==> src/rtl/twowire_unjam.sv <==
module twowire_unjam #(
  parameter int HALF_CYC   = 170,
  parameter int HOLD_CYC   = 80,
  parameter int MAX_PULSES = 9
) (
  input  logic clk,
  input  logic rst_n,
  input  logic req_i,
  input  logic sda_i,
  output logic scl_lo_o,
  output logic sda_lo_o,
  output logic busy_o,
  output logic done_o,
  output logic ok_o
);
  localparam int LONGEST = (HALF_CYC > HOLD_CYC) ? HALF_CYC : HOLD_CYC;
  localparam int CW = $clog2(LONGEST + 1);
  localparam int PW = $clog2(MAX_PULSES + 1);

  localparam logic [2:0] S_IDLE  = 3'd0;
  localparam logic [2:0] S_LOW   = 3'd1;
  localparam logic [2:0] S_HIGH  = 3'd2;
  localparam logic [2:0] S_HOLD  = 3'd3;
  localparam logic [2:0] S_CLAMP = 3'd4;

  logic [2:0]    st;
  logic [CW-1:0] cnt;
  logic [PW-1:0] pulses;
  logic          tick;

  assign tick     = (cnt == '0);
  assign scl_lo_o = (st == S_LOW) || (st == S_CLAMP);
  assign sda_lo_o = (st == S_HOLD) || (st == S_CLAMP);
  assign busy_o   = (st != S_IDLE);

  always_ff @(posedge clk or negedge rst_n) begin
    if (!rst_n) begin
      st     <= S_IDLE;
      cnt    <= '0;
      pulses <= '0;
      done_o <= 1'b0;
      ok_o   <= 1'b0;
    end else begin
      done_o <= 1'b0;
      case (st)
        S_IDLE: begin
          if (req_i) begin
            st     <= S_LOW;
            cnt    <= CW'(HALF_CYC - 1);
            pulses <= '0;
            ok_o   <= 1'b0;
          end
        end
        S_LOW: begin
          if (tick) begin
            st  <= S_HIGH;
            cnt <= CW'(HALF_CYC - 1);
          end else begin
            cnt <= cnt - 1'b1;
          end
        end
        S_HIGH: begin
          if (!tick) begin
            cnt <= cnt - 1'b1;
          end else if (sda_i) begin
            st  <= S_HOLD;
            cnt <= CW'(HOLD_CYC - 1);
          end else if (pulses == PW'(MAX_PULSES - 1)) begin
            st     <= S_IDLE;
            done_o <= 1'b1;
            ok_o   <= 1'b0;
          end else begin
            st     <= S_LOW;
            cnt    <= CW'(HALF_CYC - 1);
            pulses <= pulses + 1'b1;
          end
        end
        S_HOLD: begin
          if (tick) begin
            st  <= S_CLAMP;
            cnt <= CW'(HALF_CYC - 1);
          end else begin
            cnt <= cnt - 1'b1;
          end
        end
        S_CLAMP: begin
          if (tick) begin
            st     <= S_IDLE;
            done_o <= 1'b1;
            ok_o   <= 1'b1;
          end else begin
            cnt <= cnt - 1'b1;
          end
        end
        default: st <= S_IDLE;
      endcase
    end
  end
endmodule

==> config.mk <==
export PLATFORM = sky130hd
export DESIGN_NAME = twowire_unjam
export DESIGN_NICKNAME = d
export VERILOG_FILES = /design/src/rtl/twowire_unjam.sv
export SDC_FILE = /design/constraint.sdc
export NUM_CORES = 1
export LEC_CHECK = 0
export CAP_MARGIN = 20
export CORE_ASPECT_RATIO = 0.7
export CORE_MARGIN = 2
export CORE_UTILIZATION = 55
export CTS_CLUSTER_DIAMETER = 80
export DETAILED_ROUTE_END_ITERATION = 6
export GPL_ROUTABILITY_DRIVEN = 0
export GPL_TIMING_DRIVEN = 0
export PLACE_DENSITY = 0.73
export SLEW_MARGIN = 20
export SYNTH_ARGS = -nofsm -noshare
export SYNTH_HDL_FRONTEND = slang
export SYNTH_SLANG_ARGS = --single-unit
export TNS_END_PERCENT = 5
==> constraint.sdc <==
create_clock -name clk -period 5.05 [get_ports clk]
set_clock_uncertainty 0.1 [all_clocks]
set_input_delay 1.515 -clock clk [delete_from_list [all_inputs] [get_ports clk]]
set_output_delay 1.515 -clock clk [all_outputs]
set_load 0.02 [all_outputs]
==> metrics <==
status completed; max-slew violation count 0; share of post-route cells with drive strength above 1 between 10 and 15%; GR Util met1 ~33%; post-place setup slack 1.40 ns; Cell Count, Final, Fillers Out approximately 170; CP startpoint kind flip-flop; fin util between 60% and 70%; Pre-antenna DRT Iters 4; sequential share of the synthesized area between 30 and 40%; antenna-violating nets left 0; hold slack 0.454 ns; RSZ-0062 raised after global routing false; Worst-Skew Late Latency around 0.29 ns; Crit Path Class reg2out; placed inst area ~0.0013 sq mm; post-cts sizing count 0; Total Power between 0.6 and 0.7 mW; via count of the first global-routing pass between 900 and 1,000; crit path time final about 3.6 ns; Hold Vio Cnt, Final 0; synth top area cells dfrtp_1 (36%), o21ai_0 (6.3%), nand2_1 (4.8%), a21oi_1 (4.2%), nor2_1 (3.8%); PwrDens ~510 mW/mm^2; CTS buffer count 3; Setup Fix Bufs, Post-CTS 0; Multi-input gate area between 600 and 700 sq um; Peak VDD IR roughly 0.00025 V; setup TNS 0 ns; Initial Util a little under three fifths; FILL cells between 150 and 200; routed length per instance about 14 um; largest net degree at the start of global routing 18; Worst Tran Pin Value 0.726 ns; max_cap viols 0; num rows 14; Die Wd between 50 and 60 um; Mapped Area roughly 0.0012 sq mm; syn nets around 140; min-delay src pulses[1]; vias per std cell 5.92; final setup fails 0; post-route cell area 0.00132 sq mm; DRT iter0 DRCs 34; Most used DFF post-synth dfrtp_1; Worst-path clk slew approximately 0.10 ns; count leader, synth dfrtp_1; Crit path required time 3.44 ns; Routed WL between 2 and 2.5 mm; Worst setup startpoint st[0]; register area approximately 430 sq um; gr ovfl total 0; Max Freq 276 MHz; Die ar. approximately 0.0025 sq mm; met2 usage 34.9%; ant diodes 0; GR met3 Demand/Resource ~7%; #FFs+latches synth 17; Longest Clk Path Bufs 2; first-pass GRT wire length 4.42 mm; Area Overhead vs Synth 11.6%; EDFF count, synth 0; H-tree levels 1; Critical Path Fanout Max 10; yosys warns 0; Yosys top cell area share a little over a third; post-layout net count about 160; crit share post-route 71.6%; Min-Delay Path Class reg2reg; post-layout worst setup margin 1.43 ns; Setup crit end kind primary output; Root Driver clkbuf_4; Syn Inst Count ~140; Remaining DRCs 0; core footprint 0.00208 sq mm; die height around 43 um; Relative slew margins 51.4%; initial antenna violation count 0; global route hottest layer met2; gr usage total 23.5%; CP arrival around 2 ns; I/O pin count 9; # port buffers 8; clock net sink count 17; synth cell count leaders dfrtp_1 (17), nand2_1 (15), o21ai_0 (15), nor2_1 (12), a21oi_1 (10); reg2reg start pulses[0]; Leak 0.524 nW; via count approximately 1,000; Syn Area/Cell approximately 8.7 sq um; cts hold-fix bufs 0; post-detail-place hpwl 1.83 mm; CTS tree yes; placed cell count approximately 170; library cells used by synthesis between 40 and 50; FFs w/ async S/R, synth 100%; Synth area leader dfrtp_1
## metal layers
layer	part of all wire (%)	up-vias
met4	0.77	0
met1	50	475
met2	44	22
li1	-	520
met3	5.0	2
met5	0	-
## placed cells by master (no fill, tap or decap), types with 2 or more instances in the layout
cell type and count:
a21oi_1 10, ha_1 3, clkbuf_4 3, dfrtp_1 17, a31oi_1 3, nand3_1 5
or4_1 3, nor2b_1 2, a221oi_1 2, clkdlybuf4s50_1 8, inv_1 9, nand3b_1 2
nand2_1 15, o21a_1 3, nor3_1 2, or3_1 3, nor2_1 12, o21ai_0 15
buf_6 3
## where the power goes
group / leakage (nW) / internal (mW) / total (mW) / switching, mW
combinational: 0.299 / 0.158 / 0.343 / 0.185
sequential: 0.207 / 0.192 / 0.263 / 0.0710
clock: 0.0177 / 0.0295 / 0.0739 / 0.0444
## area by class of cell
class	instances	area share, %
tap	24	2.27
timing repair buffer	8	6.05
multi-input combinational	104	51.0
clock buffer	3	1.70
inverter	9	2.55
buffer	6	3.88
clock inverter	1	0.378
sequential	17	32.2
## state kept, by name, indices dropped and copies added, names as in the netlist
signal	count
cnt	8
pulses	4
st	3
done_o	1
ok_o	1
## cells by family (layout without fill, tap and decap cells)
logic type / count (synthesis) / after routing / share of synthesized area (%)
XOR/XNOR: 2 / 2 / 1.48
adder cells (fa/ha/maj): 3 / 3 / 3.17
AO/OA/AOI/OAI: 44 / 44 / 24.4
AND/OR/NAND/NOR: 55 / 55 / 27.9
flip-flops: 17 / 17 / 35.9
buffers and inverters: 15 / 27 / 7.18
## path summary, 6_finish.rpt
| kind | end | slack, ns | cells past startpoint |
|---|---|---|---|
| worst max-delay path | sda_lo_o | 1.43 | 5 |
| worst min-delay path | pulses[1] | 0.45 | 2 |
| worst max register to register | cnt[4] | 2.91 | 7 |
| worst min register to register | pulses[1] | 0.45 | 2 |
| max in group asynchronous | cnt[6] | 2.85 | 1 |
| min in group asynchronous | pulses[3] | 1.54 | 1 |
## worst max-delay path, cell delays in order, from the launching register on
cell and delay, ns:
dfrtp_1 0.39, buf_2 0.25, nor2b_1 0.29, nand2_1 0.11, nand2_1 0.07, clkdlybuf4s50_1 0.59
No activity file was read; power rests on OpenSTA's default activity.
